==> src/rtl/vic_pkg.sv <==
package vic_pkg;
  localparam int REG_AW = 3;

  typedef enum logic [REG_AW-1:0] {
    RA_PEND = 3'd0,
    RA_ENA  = 3'd1,
    RA_MASK = 3'd2,
    RA_CFG  = 3'd3,
    RA_PINS = 3'd4
  } reg_addr_e;
endpackage

==> src/rtl/vic_edge_sync.sv <==
module vic_edge_sync #(
  parameter int N = 8
) (
  input  logic         clk,
  input  logic         rst_n,
  input  logic [N-1:0] pin_i,
  input  logic [N-1:0] pol_i,
  output logic [N-1:0] level_o,
  output logic [N-1:0] edge_o
);
  for (genvar g = 0; g < N; g++) begin : g_pin
    logic s1_q, s2_q, prev_q;

    always_ff @(posedge clk or negedge rst_n) begin
      if (!rst_n) begin
        s1_q   <= 1'b0;
        s2_q   <= 1'b0;
        prev_q <= 1'b0;
      end else begin
        s1_q   <= pin_i[g];
        s2_q   <= s1_q;
        prev_q <= s2_q;
      end
    end

    assign level_o[g] = s2_q;
    assign edge_o[g]  = pol_i[g] ? (s2_q & ~prev_q) : (~s2_q & prev_q);
  end

  // a detected edge lasts exactly one cycle
  a_r3_edge_single_cycle: assert property (@(posedge clk) disable iff (!rst_n)
    (edge_o & $past(edge_o)) == '0);
endmodule

==> src/rtl/vic_regs.sv <==
module vic_regs
  import vic_pkg::*;
#(
  parameter int N_SRC   = 16,
  parameter int N_EXT   = 8,
  parameter int BASE_W  = 4,
  parameter int POL_LSB = 8
) (
  input  logic              clk,
  input  logic              rst_n,
  input  logic              wr_i,
  input  logic [REG_AW-1:0] addr_i,
  input  logic [N_SRC-1:0]  wdata_i,
  input  logic [N_SRC-1:0]  pend_i,
  input  logic [N_EXT-1:0]  pins_i,
  output logic [N_SRC-1:0]  rdata_o,
  output logic [N_SRC-1:0]  ena_q_o,
  output logic [N_SRC-1:0]  ena_next_o,
  output logic [N_SRC-1:0]  mask_o,
  output logic [N_SRC-1:0]  pend_clr_o,
  output logic [BASE_W-1:0] base_o,
  output logic [N_EXT-1:0]  pol_o
);
  logic [N_SRC-1:0] ena_q, mask_q, cfg_q;
  logic             ena_we, mask_we, cfg_we, pend_we;

  always_comb begin
    ena_we  = 1'b0;
    mask_we = 1'b0;
    cfg_we  = 1'b0;
    pend_we = 1'b0;
    if (wr_i) begin
      case (addr_i)
        RA_PEND: pend_we = 1'b1;
        RA_ENA:  ena_we  = 1'b1;
        RA_MASK: mask_we = 1'b1;
        RA_CFG:  cfg_we  = 1'b1;
        default: ;
      endcase
    end
  end

  always_ff @(posedge clk or negedge rst_n) begin
    if (!rst_n) begin
      ena_q  <= '0;
      mask_q <= '0;
      cfg_q  <= '0;
    end else begin
      if (ena_we)  ena_q  <= wdata_i;
      if (mask_we) mask_q <= wdata_i;
      if (cfg_we)  cfg_q  <= wdata_i;
    end
  end

  assign ena_q_o    = ena_q;
  assign ena_next_o = ena_we ? wdata_i : ena_q;
  assign mask_o     = mask_q;
  assign pend_clr_o = pend_we ? ~wdata_i : '0;
  assign base_o     = cfg_q[BASE_W-1:0];
  assign pol_o      = cfg_q[POL_LSB +: N_EXT];

  always_comb begin
    case (addr_i)
      RA_PEND: rdata_o = pend_i;
      RA_ENA:  rdata_o = ena_q;
      RA_MASK: rdata_o = mask_q;
      RA_CFG:  rdata_o = cfg_q;
      RA_PINS: rdata_o = N_SRC'(pins_i);
      default: rdata_o = '0;
    endcase
  end
endmodule

==> src/rtl/vic_prio.sv <==
module vic_prio #(
  parameter int N     = 16,
  parameter int IDX_W = $clog2(N)
) (
  input  logic             clk,
  input  logic             rst_n,
  input  logic [N-1:0]     req_i,
  output logic             valid_o,
  output logic [IDX_W-1:0] idx_o
);
  always_comb begin
    idx_o = '0;
    for (int i = 0; i < N; i++) begin
      if (req_i[i]) idx_o = IDX_W'(i);
    end
  end

  assign valid_o = |req_i;

  // winner is set and nothing above it is set
  a_r9_prio_highest: assert property (@(posedge clk) disable iff (!rst_n)
    valid_o |-> ((req_i >> idx_o) == N'(1)));
endmodule

==> src/rtl/vic_ack.sv <==
module vic_ack #(
  parameter int         VEC_W  = 8,
  parameter int         IDX_W  = 4,
  parameter logic [2:0] ACK_FC = 3'b111,
  parameter logic [2:0] ACK_A  = 3'b110,
  localparam int        BASE_W = VEC_W - IDX_W
) (
  input  logic              clk,
  input  logic              rst_n,
  input  logic [2:0]        fc_i,
  input  logic [2:0]        a_i,
  input  logic              rw_i,
  input  logic              valid_i,
  input  logic [IDX_W-1:0]  idx_i,
  input  logic [BASE_W-1:0] base_i,
  output logic              ack_go_o,
  output logic              dtack_n_o,
  output logic [VEC_W-1:0]  vec_o,
  output logic              vec_oe_o
);
  logic             det, dtack_q;
  logic [VEC_W-1:0] vec_q, vec_d;

  assign det      = (fc_i == ACK_FC) && (a_i == ACK_A) && !rw_i;
  assign ack_go_o = det && !dtack_q;
  assign vec_d    = {base_i, valid_i ? idx_i : IDX_W'(0)};

  always_ff @(posedge clk or negedge rst_n) begin
    if (!rst_n) begin
      dtack_q <= 1'b0;
      vec_q   <= '0;
    end else begin
      dtack_q <= det;
      if (ack_go_o) vec_q <= vec_d;
    end
  end

  assign dtack_n_o = ~dtack_q;
  assign vec_o     = vec_q;
  assign vec_oe_o  = dtack_q;

  // acknowledge only follows a decoded cycle on the previous edge
  a_r8_dtack_after_decode: assert property (@(posedge clk) disable iff (!rst_n)
    !dtack_n_o |-> $past((fc_i == ACK_FC) && (a_i == ACK_A) && !rw_i));
  // vector is held for the length of the cycle
  a_r9_vec_held: assert property (@(posedge clk) disable iff (!rst_n)
    (vec_oe_o && det) |=> $stable(vec_o));
endmodule

==> src/rtl/irq_vector_ctrl.sv <==
module irq_vector_ctrl
  import vic_pkg::*;
#(
  parameter int N_INT = 8,
  parameter int N_EXT = 8,
  parameter int VEC_W = 8,
  localparam int N_SRC   = N_INT + N_EXT,
  localparam int IDX_W   = $clog2(N_SRC),
  localparam int BASE_W  = VEC_W - IDX_W,
  localparam int POL_LSB = N_INT
) (
  input  logic              clk,
  input  logic              rst_n,
  input  logic              reg_wr,
  input  logic [REG_AW-1:0] reg_addr,
  input  logic [N_SRC-1:0]  reg_wdata,
  output logic [N_SRC-1:0]  reg_rdata,
  input  logic [N_INT-1:0]  int_src,
  input  logic [N_EXT-1:0]  ext_pin,
  input  logic [2:0]        bus_fc,
  input  logic [2:0]        bus_a,
  input  logic              bus_rw,
  output logic              irq_n,
  output logic              dtack_n,
  output logic [VEC_W-1:0]  vec_data,
  output logic              vec_oe
);
  logic [N_SRC-1:0]  pend_q, pend_d, set_v, clr_v, ack_clr;
  logic [N_SRC-1:0]  ena_q, ena_next, mask_q, wr_clr, req;
  logic [N_EXT-1:0]  pin_lvl, pin_edge, pol;
  logic [BASE_W-1:0] base;
  logic              win_valid, ack_go;
  logic [IDX_W-1:0]  win_idx;

  vic_edge_sync #(.N(N_EXT)) u_edge (
    .clk(clk), .rst_n(rst_n), .pin_i(ext_pin), .pol_i(pol),
    .level_o(pin_lvl), .edge_o(pin_edge));

  vic_regs #(.N_SRC(N_SRC), .N_EXT(N_EXT), .BASE_W(BASE_W), .POL_LSB(POL_LSB)) u_regs (
    .clk(clk), .rst_n(rst_n), .wr_i(reg_wr), .addr_i(reg_addr), .wdata_i(reg_wdata),
    .pend_i(pend_q), .pins_i(pin_lvl), .rdata_o(reg_rdata), .ena_q_o(ena_q),
    .ena_next_o(ena_next), .mask_o(mask_q), .pend_clr_o(wr_clr), .base_o(base),
    .pol_o(pol));

  assign req = pend_q & mask_q;

  vic_prio #(.N(N_SRC), .IDX_W(IDX_W)) u_prio (
    .clk(clk), .rst_n(rst_n), .req_i(req), .valid_o(win_valid), .idx_o(win_idx));

  vic_ack #(.VEC_W(VEC_W), .IDX_W(IDX_W)) u_ack (
    .clk(clk), .rst_n(rst_n), .fc_i(bus_fc), .a_i(bus_a), .rw_i(bus_rw),
    .valid_i(win_valid), .idx_i(win_idx), .base_i(base), .ack_go_o(ack_go),
    .dtack_n_o(dtack_n), .vec_o(vec_data), .vec_oe_o(vec_oe));

  always_comb begin
    ack_clr = '0;
    if (ack_go && win_valid) ack_clr[win_idx] = 1'b1;
    set_v  = {pin_edge, int_src};
    clr_v  = wr_clr | ack_clr;
    pend_d = ((pend_q & ~clr_v) | set_v) & ena_next;
  end

  always_ff @(posedge clk or negedge rst_n) begin
    if (!rst_n) pend_q <= '0;
    else        pend_q <= pend_d;
  end

  assign irq_n = ~|req;

  // nothing stays pending on a disabled source
  a_r4_pend_within_enable: assert property (@(posedge clk) disable iff (!rst_n)
    (pend_q & ~ena_q) == '0);
  // the acknowledged source is cleared unless re-raised on that edge
  a_r10_ack_clears_bit: assert property (@(posedge clk) disable iff (!rst_n)
    (ack_go && win_valid && !set_v[win_idx]) |=> !pend_q[$past(win_idx)]);
endmodule

==> config.mk <==
export PLATFORM = sky130hd
export DESIGN_NAME = irq_vector_ctrl
export DESIGN_NICKNAME = d
export VERILOG_FILES = /design/src/rtl/vic_pkg.sv /design/src/rtl/vic_edge_sync.sv /design/src/rtl/vic_regs.sv /design/src/rtl/vic_prio.sv /design/src/rtl/vic_ack.sv /design/src/rtl/irq_vector_ctrl.sv
export SDC_FILE = /design/constraint.sdc
export NUM_CORES = 1
export LEC_CHECK = 0
export BUFFER_PORTS_ARGS = -buffer_cell sky130_fd_sc_hd__buf_4
export CORE_UTILIZATION = 40
export CTS_CLUSTER_SIZE = 28
export DETAILED_ROUTE_END_ITERATION = 6
export GPL_TIMING_DRIVEN = 1
export SLEW_MARGIN = 10
export SYNTH_ARGS = -nofsm -noshare
export SYNTH_HDL_FRONTEND = slang
export SYNTH_SLANG_ARGS = --single-unit
==> constraint.sdc <==
create_clock -name clk -period 2.1 [get_ports clk]
set_input_delay 0.105 -clock clk [delete_from_list [all_inputs] [get_ports clk]]
set_output_delay 0.105 -clock clk [all_outputs]
set_load 0.03 [all_outputs]
=== Word-level counts from Yosys, hierarchy flattened ===
Cells that the tools add are included.

* Divide/modulo/power cells: 0
* $add $sub $neg: 0
* Bitwise gates (word level): 40
* Shifts and indexed selects: 0
* $lt $le $gt $ge: 2
* $mul: 0
* Reductions and logical operators: 10
* Multiplexer cells: 38
* Eq/ne operators: 6

{| class="wikitable"
|+ Operators by type and width
! cell !! count
|-
| $pmux 16 s5 || 1
|-
| $and 16x16->16 || 3
|-
| $mux 16 || 3
|-
| $mux 4 || 9
|-
| $not 16->16 || 2
|-
| $or 16x16->16 || 2
|-
| $mux 1 || 18
|-
| $not 1->1 || 17
|-
| $and 1x1->1 || 16
|-
| $reduce_or 16->1 || 1
|-
| $mux 3 || 4
|-
| $eq 3x3->1 const B || 3
|-
| $eq 3x2->1 const B || 2
|-
| $logic_and 1x1->1 || 5
|-
| $lt 4x5->1 const B || 1
|-
| $demux 1 s4 || 1
|-
| $ge 4x1->1 const B || 1
|-
| $mux 2 || 2
|-
| $eq 3x1->1 const B || 1
|-
| $logic_not 1->1 || 3
|-
| $logic_not 3->1 || 1
|}

* Latch bits: 0
* Logic and storage cells: 126
* Memories kept: 0
* Bits of input ports: 45
* Memory bits (read-only): 0
* Register bits: 97
* Output and inout bits: 27
* Bits in writable memories: 0

=== Longest topological paths before layout ===
* Word-level depth: 26
* Gate-level depth with buffers: 8
* Mapped depth without buffers: 6

=== Hierarchy ===
Synthesis repeated with hierarchy kept, for this count alone.

* Cell total of the unflattened synthesis: 401
* Area total of the unflattened synthesis: 4943.5 sq um

{| class="wikitable"
|+ By module, submodules not included
! module !! cells each !! sequential area each (sq um) !! instances !! area each (sq um)
|-
| vic_regs || 194 || 1201.2 || 1 || 2626.3
|-
| irq_vector_ctrl || 92 || 400.4 || 1 || 914.6
|-
| vic_edge_sync || 56 || 600.6 || 1 || 837.1
|-
| vic_ack || 31 || 225.2 || 1 || 395.4
|-
| vic_prio || 28 || 0.0 || 1 || 170.2
|}

=== Least setup slack after synthesis ===
No wires, ideal clock.

* Path kind: reg2reg
* Start: register pend_q[3]
* End: register pend_q[0]
* Data arrival time: 1476 ps
* Setup slack: 498 ps
* Setup time: 126 ps
* Path buffers: 0
* Data required time: 1974 ps
* Clock period less this slack: 1602 ps
* Stages on the path, launching flop included: 7
* Cell sequence: dfrtp_1 -> a22o_1 -> nand3_1 -> a31o_1 -> and3_4 -> nand2_1 -> o311a_1

* Cells in the longest elaborated chain, start to end: 24
* Elaborated cells on any way between the ends: 27
* Those cells by class: order compare: 2; mux: 16; bitwise: 6; reduce/logical: 3

{| class="wikitable"
|+ Ends and longest elaborated chain
! item !! RTL line !! RTL
|-
| start, declared || irq_vector_ctrl.sv:28 || <nowiki>logic [N_SRC-1:0] pend_q, pend_d, set_v, clr_v, ack_clr;</nowiki>
|-
| start signal, assigned || irq_vector_ctrl.sv:65 || <nowiki>else pend_q <= pend_d;</nowiki>
|-
| $and 16x16->16 * || irq_vector_ctrl.sv:45 || <nowiki>assign req = pend_q & mask_q;</nowiki>
|-
| $mux 2 || vic_prio.sv:14 || <nowiki>if (req_i[i]) idx_o = IDX_W'(i);</nowiki>
|-
| $mux 3 (4 in a row) || vic_prio.sv:14 ||
|-
| $mux 4 (8 in a row) || vic_prio.sv:14 ||
|-
| $lt 4x5->1 (implied by the code) or $ge 4x1->1 (tied branches) || irq_vector_ctrl.sv:57 || <nowiki>if (ack_go && win_valid) ack_clr[win_idx] = 1'b1;</nowiki>
|-
| $logic_and 1x1->1 (implied by the code) || irq_vector_ctrl.sv:57 ||
|-
| $mux 1 (implied by the code) || irq_vector_ctrl.sv:57 ||
|-
| $demux 1 s4 || irq_vector_ctrl.sv:57 ||
|-
| $mux 16 * || irq_vector_ctrl.sv:57 ||
|-
| $or 16x16->16 * || irq_vector_ctrl.sv:59 || <nowiki>clr_v = wr_clr | ack_clr;</nowiki>
|-
| $not 16->16 * || irq_vector_ctrl.sv:60 || <nowiki>pend_d = ((pend_q & ~clr_v) | set_v) & ena_next;</nowiki>
|-
| $and 16x16->16 * || irq_vector_ctrl.sv:60 ||
|-
| $or 16x16->16 * || irq_vector_ctrl.sv:60 ||
|-
| $and 16x16->16 * || irq_vector_ctrl.sv:60 ||
|-
| named net pend_d[0] || irq_vector_ctrl.sv:28 ||
|}

Mark *: on every way through the listed nets, which the timed path passes. The rest lies on a longest branch.
A chain may end at the register's enable or synchronous reset.

=== Worst setup path after layout ===
* Start: register pend_q[12]
* End: output port irq_n

* Cells in the longest elaborated chain, start to end: 3

{| class="wikitable"
|+ Ends and longest elaborated chain
! item !! RTL line !! RTL
|-
| $and 16x16->16 || irq_vector_ctrl.sv:45 ||
|-
| $reduce_or 16->1 || irq_vector_ctrl.sv:68 || <nowiki>assign irq_n = ~|req;</nowiki>
|-
| $logic_not 1->1 || irq_vector_ctrl.sv:68 ||
|-
| end, declared || irq_vector_ctrl.sv:23 || <nowiki>output logic irq_n,</nowiki>
|}

No other way between the ends.

==> impl_metrics.tcl <==
set metrics [dict create \
    cts_htree_levels 3 \
    setup_viol 0 \
    nets 518 \
    drtIter0Drc 108 \
    drt-wirelength-per-cell_um 19.1 \
    yosysWarnings 0 \
    grt_use_total_pct 21.7 \
    crit_chain "a22oi_1 -> nand3_1 -> nor2_2 -> nand3b_1 -> inv_1 -> buf_4" \
    root_buffer "clkbuf_16" \
    async_flop_share_pct 100 \
    maxSlewViolCount 0 \
    grt_max_degree 47 \
    areaGrowthSynthToFinish_pct 27.4 \
    avgSynthCellArea_sq_um 12.1 \
    grt_pass1_vias 3437 \
    coreArea_sq_um 11000 \
    post-route-util_pct 52.8 \
    ant_nets 0 \
    diodes 0 \
    drt_first_pass_iters 4 \
    vias 3381 \
    finalHoldViolCount 0 \
    p_leak_nw 2.62 \
    synth_top_cell_area_share_pct 53.4 \
    drc_errors 0 \
    slowest_delay_ps 410 \
    nFillCells 1009 \
    drive_gt1_share_pct 35.4 \
    finalCriticalPeriod_ps 1960 \
    rows 38 \
    whs_ps 9.76 \
    cts_tree "yes" \
    worst_pin_slew_ps 476 \
    synth_flop_cell "dfrtp_1" \
    worst_ep_arrival_time_ps 1850 \
    clk_pin_slew_ps 70 \
    postCtsSetupBuffers 0 \
    synth_top_cell_by_area "dfrtp_1" \
    cp_num_buf_inv 2 \
    status "complete, no violations" \
    start_util_pct 41.4 \
    routabilityCongestion 0.896 \
    synthTopCellsByArea "dfrtp_1 53%, mux2_2 12%, mux4_2 4.5%, mux2i_1 3.3%, nand2_1 2.8%" \
    wl_um 11800 \
    synth_seq_area_share_pct 53.4 \
    grt_overflow 0 \
    worstHoldPathType "in -> reg" \
    path_max_fanout 4 \
    io_pins 72 \
    path_class "reg -> out" \
    synth_edf_count 0 \
    clock-sinks 97 \
    numPortBuffers 71 \
    final.setup.tns_ps 0 \
    cellPowerDensity_nw_per_um2 1050 \
    post-route-period-util_pct 93.3 \
    crit_path_end_kind "output port" \
    die_y_um 109 \
    cts_buffers 9 \
    crit_slowest_cell "dfrtp_1" \
    ys_ff_latch 97 \
    reg2reg_slack_ps 150 \
    synthCells 376 \
    max_cap_viol_count 0 \
    hpwlAfterDp_um 8640 \
    maxSlewHeadroom_pct 68.3 \
    clock_skew_ps 7.70 \
    grt_pass1_wl_um 18600 \
    die-area_sq_um 11800 \
    vias_per_cell 5.47 \
    worstSetupStartpointType "register" \
    clk_path_buf_depth 2 \
    synth_fp_nets 421 \
    clock_latency_ps 360 \
    max_freq_ghz 0.510 \
    die_w_um 109 \
    antenna_found_initial 0 \
    synth_area_sq_um 4550 \
    cp_top_family "simple AND/OR/NAND/NOR gates" \
    required_ps 2000 \
    rsz0062_at_grt "false" \
    ir_drop_v 0.000591 \
    synth_cell_types 47 \
]
[timing repair]
| action | 4_1_cts | 5_1_grt |
|---|---|---|
| hold buffers | 13 | 0 |
| endpoints found under the hold margin | 46 | 0 |
| endpoints found under the setup margin | 0 | 1 |
| resized for setup | 0 | 2 |
[placed cells by master (no fill, tap or decap), drive strengths merged, types with 8 or more instances in the layout]
cell	n
nor2b	11
nand2b	8
a21oi	14
nand2	34
o21ai	22
mux2i	15
mux4	9
o22ai	8
clkbuf	10
buf	86
mux2	51
nor2	25
dlygate4sd3	13
dfrtp	97
[sequential cells by signal (all words and copies together) (netlist names)]
name,count
pend_q,16
u_regs.cfg_q,16
u_regs.ena_q_o,16
u_regs.mask_o,16
u_ack.vec_o,8
u_edge.g_pin.prev_q,8
u_edge.g_pin.s1_q,8
u_edge.g_pin.s2_q,8
u_ack.vec_oe_o,1
[cell type report]
| cell class | count | area (sq um) | share of cell area (%) |
|---|---|---|---|
| clock inverter | 6 | 115 | 1.99 |
| sequential | 97 | 2430 | 41.9 |
| tap | 140 | 175 | 3.02 |
| timing repair buffer | 99 | 788 | 13.6 |
| clock buffer | 10 | 239 | 4.12 |
| inverter | 4 | 15.0 | 0.259 |
| multi-input combinational | 262 | 2040 | 35.2 |
[kinds of logic after synthesis]
| family | share of synthesized area [%] |
|---|---|
| compound gates | 13.1 |
| buf+inv | 2.01 |
| flops | 53.4 |
| mux | 20.5 |
| simple gates | 11.0 |
[path summary, 6_finish.rpt]
check / start / to / cells after the start
setup / recovery: pend_q[12]$_DFF_PN0_ / irq_n / 6
hold / removal: reg_wdata[14] / u_regs.mask_o[14]$_DFFE_PN0P_ / 2
setup reg to reg: pend_q[11]$_DFF_PN0_ / pend_q[0]$_DFF_PN0_ / 6
hold reg to reg: u_edge.g_pin[0].s1_q$_DFF_PN0_ / u_edge.g_pin[0].s2_q$_DFF_PN0_ / 0
max in group asynchronous: rst_n / u_edge.g_pin[7].s2_q$_DFF_PN0_ / 3
min in group asynchronous: rst_n / u_regs.cfg_q[10]$_DFFE_PN0P_ / 2
[where the power goes]
group | switching, W | internal [W]
logic | 0.000873 | 0.000781
clock network | 0.000715 | 0.00120
registers | 0.000292 | 0.00220
total | 0.00188 | 0.00418
[cells in the mapped netlist (6+ instances only)]
cell	instances
a21oi_1	14
a22oi_1	7
a31oi_1	7
buf_2	7
dfrtp_1	97
mux2_2	49
mux2i_1	15
mux4_2	9
nand2_1	34
nand2b_1	8
nand3_1	6
nor2_1	25
nor2b_1	11
o21ai_0	20
o22ai_1	8
o311a_1	6
[layer usage]
layer | track usage (%) | part of all wire (%) | vias up | wire, um
met1 | 29.6 | 46 | 1693 | 5460
met4 | 7.53 | 1.7 | 0 | 195
met5 | 0 | 0 | - | 0
li1 | - | - | 1590 | -
met2 | 33.8 | 48 | 83 | 5600
met3 | 5.50 | 4.4 | 15 | 516
[through the flow]
| stage | instance area, sq um | std cells | worst slack, ps | total power [W] |
|---|---|---|---|---|
| after floorplan | 4550 | 376 | 498 | 0.00355 |
| after global placement | 5310 | 589 | 270 | 0.00411 |
| after detailed placement | 5310 | 589 | 232 | 0.00414 |
| after CTS | 5790 | 618 | 46.5 | 0.00610 |
| after global routing | 5800 | 618 | 7.52 | 0.00638 |
| final | 5800 | 618 | 141 | 0.00606 |
(Power assumes the default switching activity.)
